<file path="config.mk">
export PLATFORM = sky130hd
export DESIGN_NAME = dsm2_core
export DESIGN_NICKNAME = d
export VERILOG_FILES = /design/src/rtl/dsm2_pkg.sv /design/src/rtl/dsm2_tick.sv /design/src/rtl/dsm2_cond.sv /design/src/rtl/dsm2_loop.sv /design/src/rtl/dsm2_core.sv
export SDC_FILE = /design/constraint.sdc
export NUM_CORES = 1
export LEC_CHECK = 0
export BUFFER_PORTS_ARGS = -buffer_cell sky130_fd_sc_hd__buf_2
export CORE_ASPECT_RATIO = 0.8
export CORE_UTILIZATION = 25
export DETAILED_ROUTE_END_ITERATION = 12
export GPL_TIMING_DRIVEN = 0
export PLACE_DENSITY = 0.45
export SETUP_SLACK_MARGIN = 0.02
export SLEW_MARGIN = 20
export SYNTH_ARGS = -nofsm -noshare
export SYNTH_HDL_FRONTEND = slang
export SYNTH_HIERARCHICAL = 1
export SYNTH_SLANG_ARGS = --single-unit
</file>
<file path="constraint.sdc">
create_clock -name clk -period 12.3 [get_ports clk]
set_clock_uncertainty 0.1 [all_clocks]
set_input_delay 2.46 -clock clk [delete_from_list [all_inputs] [get_ports clk]]
set_output_delay 2.46 -clock clk [all_outputs]
set_load 0.02 [all_outputs]
</file>
<file path="src/rtl/dsm2_pkg.sv">
package dsm2_pkg;

    typedef enum logic {
        FMT_SHIFTED = 1'b0,
        FMT_PLAIN   = 1'b1
    } code_fmt_t;

    localparam int DSM2_CODE_W = 16;
    localparam int DSM2_GAIN_FRAC = 15;

endpackage

</file>
<file path="src/rtl/dsm2_tick.sv">
module dsm2_tick #(
    parameter int DIV = 4
) (
    input  logic clk,
    input  logic rst_n,
    input  logic en,
    output logic tick
);
    localparam int CNTW = (DIV > 2) ? $clog2(DIV) : 1;
    localparam logic [CNTW-1:0] LAST = CNTW'(DIV - 1);
    localparam bit POW2 = ((DIV & (DIV - 1)) == 0);

    typedef struct packed {
        logic [CNTW-1:0] cnt;
    } tick_st_t;

    tick_st_t st_d, st_q;

    generate
        if (POW2) begin : g_wrap
            always_comb begin
                st_d = st_q;
                st_d.cnt = en ? st_q.cnt + 1'b1 : '0;
            end
        end else begin : g_cmp
            always_comb begin
                st_d = st_q;
                if (!en || st_q.cnt == LAST) st_d.cnt = '0;
                else                        st_d.cnt = st_q.cnt + 1'b1;
            end
        end
    endgenerate

    always_ff @(posedge clk or negedge rst_n) begin
        if (!rst_n) st_q <= '0;
        else        st_q <= st_d;
    end

    assign tick = en && (st_q.cnt == LAST);

    AST_TICK_GAP: assert property (@(posedge clk) disable iff (!rst_n)
        tick |=> !tick);

    initial begin
        AST_DIV_MIN: assert (DIV >= 2);
    end
endmodule

</file>
<file path="src/rtl/dsm2_cond.sv">
module dsm2_cond #(
    parameter int CW    = 16,
    parameter int GW    = 16,
    parameter int GFRAC = 15,
    parameter int OW    = 16
) (
    input  logic                 clk,
    input  logic                 rst_n,
    input  logic                 clr,
    input  logic                 fmt_bin,
    input  logic [CW-1:0]        code,
    input  logic [GW-1:0]        gain,
    input  logic signed [OW-1:0] ofs,
    output logic [CW-1:0]        level
);
    localparam int PW  = CW + GW;
    localparam int SCW = PW - GFRAC;
    localparam int SW  = ((SCW > OW) ? SCW : OW) + 2;
    localparam logic [CW-1:0] MSB_FLIP = {1'b1, {(CW-1){1'b0}}};
    localparam logic [GW-1:0] UNITY = GW'(1) << GFRAC;

    typedef struct packed {
        logic [CW-1:0] level;
    } cond_st_t;

    cond_st_t st_d, st_q;

    logic [CW-1:0]        raw;
    logic [CW-1:0]        uval;
    logic [PW-1:0]        prod;
    logic [SCW-1:0]       scaled;
    logic signed [SW-1:0] sum;
    logic signed [SW-1:0] fs;

    always_comb begin
        raw    = clr ? '0 : code;
        uval   = (fmt_bin == dsm2_pkg::FMT_PLAIN) ? raw : (raw ^ MSB_FLIP);
        prod   = {{GW{1'b0}}, uval} * {{CW{1'b0}}, gain};
        scaled = prod[PW-1:GFRAC];
        sum    = $signed({{(SW-SCW){1'b0}}, scaled}) + $signed({{(SW-OW){ofs[OW-1]}}, ofs});
        fs     = $signed({{(SW-CW){1'b0}}, {CW{1'b1}}});
        st_d   = st_q;
        if (sum < 0)       st_d.level = '0;
        else if (sum > fs) st_d.level = '1;
        else               st_d.level = sum[CW-1:0];
    end

    always_ff @(posedge clk or negedge rst_n) begin
        if (!rst_n) st_q <= '0;
        else        st_q <= st_d;
    end

    assign level = st_q.level;

    AST_CLR_PLAIN: assert property (@(posedge clk) disable iff (!rst_n)
        (clr && fmt_bin && ofs == '0) |=> level == '0);

    AST_CLR_SHIFTED: assert property (@(posedge clk) disable iff (!rst_n)
        (clr && !fmt_bin && gain == UNITY && ofs == '0) |=> level == MSB_FLIP);

    AST_UNITY_PLAIN: assert property (@(posedge clk) disable iff (!rst_n)
        (!clr && fmt_bin && gain == UNITY && ofs == '0) |=> level == $past(code));
endmodule

</file>
<file path="src/rtl/dsm2_loop.sv">
module dsm2_loop #(
    parameter int CW = 16,
    parameter int IW = 24
) (
    input  logic          clk,
    input  logic          rst_n,
    input  logic          en,
    input  logic          tick,
    input  logic [CW-1:0] level,
    output logic          bit_out,
    output logic          bit_vld
);
    localparam int EW = IW + 2;
    localparam logic signed [IW-1:0] IMAX = {1'b0, {(IW-1){1'b1}}};
    localparam logic signed [IW-1:0] IMIN = {1'b1, {(IW-1){1'b0}}};
    localparam logic signed [EW-1:0] EMAX = {2'b00, 1'b0, {(IW-1){1'b1}}};
    localparam logic signed [EW-1:0] EMIN = {2'b11, 1'b1, {(IW-1){1'b0}}};

    typedef struct packed {
        logic signed [IW-1:0] i1;
        logic signed [IW-1:0] i2;
        logic                 b;
        logic                 vld;
    } loop_st_t;

    loop_st_t st_d, st_q;

    function automatic logic signed [IW-1:0] clip(input logic signed [EW-1:0] v);
        if (v > EMAX)      return IMAX;
        else if (v < EMIN) return IMIN;
        else               return v[IW-1:0];
    endfunction

    logic                 y;
    logic signed [EW-1:0] x_e;
    logic signed [EW-1:0] fb_e;
    logic signed [IW-1:0] i1_n;
    logic signed [IW-1:0] i2_n;

    always_comb begin
        y    = (st_q.i2 > 0);
        x_e  = $signed({{(EW-CW){1'b0}}, level});
        fb_e = y ? $signed({{(EW-CW){1'b0}}, {CW{1'b1}}}) : '0;
        i1_n = clip($signed({{2{st_q.i1[IW-1]}}, st_q.i1}) + x_e - fb_e);
        i2_n = clip($signed({{2{st_q.i2[IW-1]}}, st_q.i2})
                    + $signed({{2{i1_n[IW-1]}}, i1_n}) - fb_e);
        st_d     = st_q;
        st_d.vld = 1'b0;
        if (!en) begin
            st_d = '0;
        end else if (tick) begin
            st_d.i1  = i1_n;
            st_d.i2  = i2_n;
            st_d.b   = y;
            st_d.vld = 1'b1;
        end
    end

    always_ff @(posedge clk or negedge rst_n) begin
        if (!rst_n) st_q <= '0;
        else        st_q <= st_d;
    end

    assign bit_out = st_q.b;
    assign bit_vld = st_q.vld;

    AST_NO_OVERFLOW: assert property (@(posedge clk) disable iff (!rst_n)
        st_q.i1 != IMAX && st_q.i1 != IMIN && st_q.i2 != IMAX && st_q.i2 != IMIN);

    AST_SLEEP_CLEARS: assert property (@(posedge clk) disable iff (!rst_n)
        !en |=> (st_q.i1 == '0 && st_q.i2 == '0));
endmodule

</file>
<file path="src/rtl/dsm2_core.sv">
module dsm2_core #(
    parameter int CW    = dsm2_pkg::DSM2_CODE_W,
    parameter int GW    = 16,
    parameter int GFRAC = dsm2_pkg::DSM2_GAIN_FRAC,
    parameter int OW    = 16,
    parameter int IW    = 24,
    parameter int DIV   = 4
) (
    input  logic                 clk,
    input  logic                 rst_n,
    input  logic                 awake,
    input  logic                 clr,
    input  logic                 fmt_bin,
    input  logic [CW-1:0]        code,
    input  logic [GW-1:0]        gain_trim,
    input  logic signed [OW-1:0] ofs_trim,
    output logic                 bit_out,
    output logic                 bit_vld
);
    logic          tick;
    logic [CW-1:0] level;

    dsm2_tick #(.DIV(DIV)) u_tick (
        .clk   (clk),
        .rst_n (rst_n),
        .en    (awake),
        .tick  (tick)
    );

    dsm2_cond #(.CW(CW), .GW(GW), .GFRAC(GFRAC), .OW(OW)) u_cond (
        .clk     (clk),
        .rst_n   (rst_n),
        .clr     (clr),
        .fmt_bin (fmt_bin),
        .code    (code),
        .gain    (gain_trim),
        .ofs     (ofs_trim),
        .level   (level)
    );

    dsm2_loop #(.CW(CW), .IW(IW)) u_loop (
        .clk     (clk),
        .rst_n   (rst_n),
        .en      (awake),
        .tick    (tick),
        .level   (level),
        .bit_out (bit_out),
        .bit_vld (bit_vld)
    );

    AST_VLD_AWAKE: assert property (@(posedge clk) disable iff (!rst_n)
        bit_vld |-> $past(awake));

    AST_SLEEP_QUIET: assert property (@(posedge clk) disable iff (!rst_n)
        !awake |=> (!bit_vld && !bit_out));
endmodule

</file>
---- After elaboration in Yosys (flattened, before gate mapping) ----
Index checks and enable logic that the tools add are counted.
storage, ports and cells
  register bits ........................... 68
  input bits .............................. 53
  output and inout bits ................... 2
  logic and storage cells ................. 36
operators by class
  add/sub/neg operators ................... 6
  $mul .................................... 1
  $lt $le $gt $ge ......................... 7
  equality and inequality tests ........... 2
  muxes and demuxes ....................... 12
  bitwise operators ....................... 1
  reduce and logical (&&, ||, !) cells .... 1
operator list
  cell                                                                               count
  50-bit two-way mux                                                                 2
  24-bit two-way mux                                                                 4
  16-bit two-way mux                                                                 5
  26-bit by 24-bit greater-than comparator with 1-bit output, second input constant  2
  26-bit by 24-bit < comparator with 1-bit output, second input constant             2
  26-bit subtractor                                                                  2
  16-bit by 16-bit multiplier with 32-bit output                                     1
  24-bit by 17-bit adder with 25-bit output                                          1
  24-bit by 24-bit adder with 25-bit output                                          1
  24-bit by 1-bit greater-than comparator with 1-bit output, second input constant   1
  18-bit by 16-bit adder with 19-bit output                                          1
  19-bit by 17-bit greater-than comparator with 1-bit output, second input constant  1
  19-bit by 1-bit < comparator with 1-bit output, second input constant              1
  2-bit by 1-bit adder with 2-bit output, second input constant                      1
  2-bit == test, second input constant                                               1
  2-bit two-way mux                                                                  1
  2-bit by 1-bit != test with 1-bit output, second input constant                    1
  1-bit logical AND                                                                  1
  1-bit NOT                                                                          1

---- Logic depth before layout (Yosys ltp) ----
  depth after elaboration ................. 13
  gate-level depth with buffers ........... 37
  gate-level depth less buffers ........... 36

---- Hierarchy ----
Netlist, hierarchy kept.
by module, submodules not included
  module     times used  cells an instance  area each (µm²)  sequential area each (µm²)
  dsm2_cond  1           1118               9755.6           400.4
  dsm2_loop  1           717                5999.5           1251.2
  dsm2_tick  1           6                  88.8             50.0

---- Least setup slack after synthesis ----
OpenSTA, ideal clock, no wires.
  kind .................................... input -> register
  from .................................... in clr
  to ...................................... reg u_cond.st_q, in the netlist u_cond/level[4]
  library setup time ...................... 0.161 ns
  arrival time ............................ 10.021 ns
  required time ........................... 12.039 ns
  path slack .............................. 2.018 ns
  stages on the path ...................... 30
  path buffers ............................ 4
  cells stage by stage .................... clkbuf_1 -> nor2b_1 -> clkbuf_1 -> nand2_1 -> fa_1 -> inv_1 -> fa_1 -> fa_1 -> fa_1 -> fa_1 -> inv_1 -> fa_1 -> inv_1 -> ha_1 -> a21oi_1 -> o21ai_0 -> a311o_1 -> a21oi_1 -> a21oi_2 -> or4_1 -> o311ai_1 -> ha_1 -> clkbuf_1 -> a21o_1 -> a2111o_1 -> o211ai_1 -> a211oi_2 -> a2111oi_4 -> buf_6 -> a22oi_1
RTL lines
  element               RTL line         text
  from (decl)           dsm2_core.sv:12  input logic clr,
  to (signal assigned)  dsm2_cond.sv:50  else st_q <= st_d;
  to (decl)             dsm2_cond.sv:26  cond_st_t st_d, st_q;

==> summary.md <==
| Metric | Value |
|---|---|
| Status | `finished, violations left` |
| Failing checks | `DRC` |
| Register bit count reported by yosys | `68` |
| Post-synthesis cell type count | `87` |
| Post-DP Area | `17200 um^2` |
| Max-slew headroom | `41.4%` |
| TritonCTS clock tree | `yes` |
| Register Area | `1700 um^2` |
| P&R area growth vs syn | `10.7%` |
| Bufs and invs on worst path | `9` |
| Number of flops mapped to enable cells by yosys | `0` |
| Critical Path AT | `11800 ps` |
| Multi-input gate area | `12600 um^2` |
| H-tree depth | `3` |
| 1st-iter DRT viols | `656` |
| Die H | `227 um` |
| Hpwl dp | `37400 um` |
| Syn_nets | `2295` |
| Crit path max fanout | `10` |
| Gpl congestion | `0.839` |
| Core region area | `62700 um^2` |
| Unrepaired setup endpoints after global routing | `no` |
| Post-Synthesis Cells | `1841` |
| Share of layout cells above drive strength 1 | `7.11%` |
| Post-synth top area share | `26.8%` |
| Peak Freq | `85.3 MHz` |
| Vias in the first global route | `13100` |
| CP top delay family | `adder cells` |
| Final period util | `95.4%` |
| Top cells by area, synth | `fa_1 27%, ha_1 15%, dfrtp_1 11%, inv_1 8.0%, and2_1 4.8%` |
| TritonRoute pass-1 iters | `9` |
| Most used DFF post-synth | `dfrtp_1` |
| Required @ worst endpoint | `12370 ps` |
| Vias | `12800` |
| Worst path max stage delay | `630 ps` |
| YS warnings | `6` |
| Fin. max-slew vios | `0` |
| Worst-Margin Slew | `879 ps` |
| Max cap viols | `0` |
| Nets | `2362` |
| Worst-path clk slew | `60 ps` |
| Type of the worst setup path | `in -> reg` |
| Post-CTS setup buffer count | `0` |
| Fillcell total | `6730` |
| Via-to-Cell Ratio | `4.65` |
| Initial antenna violation count | `2` |
| Remaining DRCs | `2` |
| Register area share after synthesis | `10.7%` |
| First-pass GRT wire length | `72600 um` |
| Die footprint | `64400 um^2` |
| Leading area contributor after synthesis | `fa_1` |
| Initial core utilization | `25.3%` |
| Largest net degree at the start of global routing | `53` |
| GRT Overall Usage | `14.2%` |
| I/O pin cnt | `55` |
| Non-Filler Instances | `2754` |
| Detail Route Antenna Nets | `0` |
| CP max-delay cell | `or4_1` |
| Final WL | `45000 um` |
| Synthesized area per cell | `8.61 um^2` |
| Row count | `82` |
| WL per Instance | `16.3 um` |
| DP Cell Count | `2737` |
| Final Hold Vio Count | `0` |
| Skew-Pair Late Insertion Delay | `350 ps` |
| Worst min-delay path class | `reg -> reg` |
| Setup-failing EPs final | `0` |
| Synth top cells by count | `336 x inv_1, 212 x fa_1, 193 x nand2_1, 189 x ha_1, 123 x a21oi_1` |
| Congestion Overflow GR | `0` |
| Clk root buf | `clkbuf_16` |
| Clk buf depth | `2` |
| Port bufs | `54` |
| Post-Syn Area | `15800 um^2` |
| Crit start category | `input pin` |
| Worst path most repeated cell | `fa_1` |
| Minimum clock period | `11730 ps` |
| Final instance area | `17500 um^2` |
| CTS sink count | `68` |
| Crit end category | `register` |
| Cell with the most instances after synthesis | `inv_1` |
| Width of the die | `283 um` |
| CTS Buf Count | `9` |
| Fraction of registers with async set or reset after synthesis | `100%` |
registers in the layout (all words and copies together) (netlist names):
| signal | cells |
|---|---|
| u_tick/st_q | 2 |
| u_loop/st_q | 48 |
| u_loop/bit_out | 1 |
| u_cond/level | 16 |
| u_loop/bit_vld | 1 |
cell type report:
cell class	count	share of cell area (%)
Tap cell	840	5.99
Sequential cell	68	9.70
Timing Repair Buffer	56	1.80
Clock buffer	10	1.36
Inverter	336	7.19
Buffer	69	1.85
Clock inverter	6	0.278
Antenna cell	1	0.0143
Multi-Input combinational cell	1368	71.8
metrics by stage:
stage	setup TNS [ps]	setup WS (ps)	hold slack [ps]	utilization, %
2_1_floorplan	0	2020	352	-
3_3_place_gp	-3190	-282	361	27.4
3_5_place_dp	-815	-134	367	27.5
4_1_cts	0	270	382	27.9
5_1_grt	0	35.1	402	28.0
6_report	0	571	377	28.0
worst register-to-register path, delay by kind of cell (launching register included):
kind            cells  cell delay, ps
buf+inv             6            1400
flops               1             420
fa+ha+maj           4            1790
compound gates     15            3680
simple gates        7            1520
cell usage in the layout, fill, tap and decap left out, types with 8 or more instances in the layout:
cell,count
xor2_1,31
inv_1,336
ha_1,189
nor2b_1,23
o21a_1,11
clkbuf_2,10
fa_1,212
clkbuf_1,45
and2_1,121
a21o_1,38
nor2_1,38
nand2_1,193
a211oi_1,9
o211ai_1,9
xnor2_1,59
nor2b_2,8
a21oi_1,123
clkbuf_16,9
a221o_1,23
nand2b_1,14
o21ai_0,61
a31oi_1,13
and3_1,11
nand3_1,22
buf_2,56
nor3_1,16
dfrtp_1,68
a22oi_1,16
layer usage:
layer,global-route usage [%],vias up,routed length (um),share of wire [%]
met1,21.3,6368,22900,51
met3,1.81,38,1910,4.3
met4,2.20,0,595,1.3
met5,0,-,0,0
met2,22.1,252,19500,43
li1,-,6160,-,-
worst paths after layout:
| kind | end | start | slack [ps] | depth (start not counted) |
|---|---|---|---|---|
| worst max-delay path | u_cond/level[4] | clr | 570 | 31 |
| worst min-delay path | u_tick/st_q[0] | u_tick/st_q[0] | 380 | 1 |
| worst max register to register | u_loop/st_q[6] | u_loop/st_q[18] | 3290 | 32 |
| worst min register to register | u_tick/st_q[0] | u_tick/st_q[0] | 380 | 1 |
| max in group asynchronous | u_loop/st_q[29] | rst_n | 9640 | 2 |
| min in group asynchronous | u_loop/st_q[19] | rst_n | 1890 | 1 |
kinds of logic (layout without fill, tap and decap cells):
group | count (synthesis) | after routing | synth area share (%)
AND/OR/NAND/NOR | 494 | 494 | 16.1
buffers and inverters | 405 | 477 | 9.94
adder cells (fa/ha/maj) | 401 | 401 | 41.7
AO/OA/AOI/OAI | 377 | 377 | 16.1
XOR/XNOR | 92 | 92 | 5.13
flip-flops | 68 | 68 | 10.7
multiplexers | 4 | 4 | 0.261
other | 0 | 1 | 0
repair_timing:
item / 4_1_cts / 5_1_grt
gates resized for setup: 0 / 25
endpoints found under the setup margin: 0 / 16
hold buffers: 0 / 0
Power is left out: the tool's default activity adds up to more than one toggle a clock period on the data nets, which glitch-free logic cannot reach.
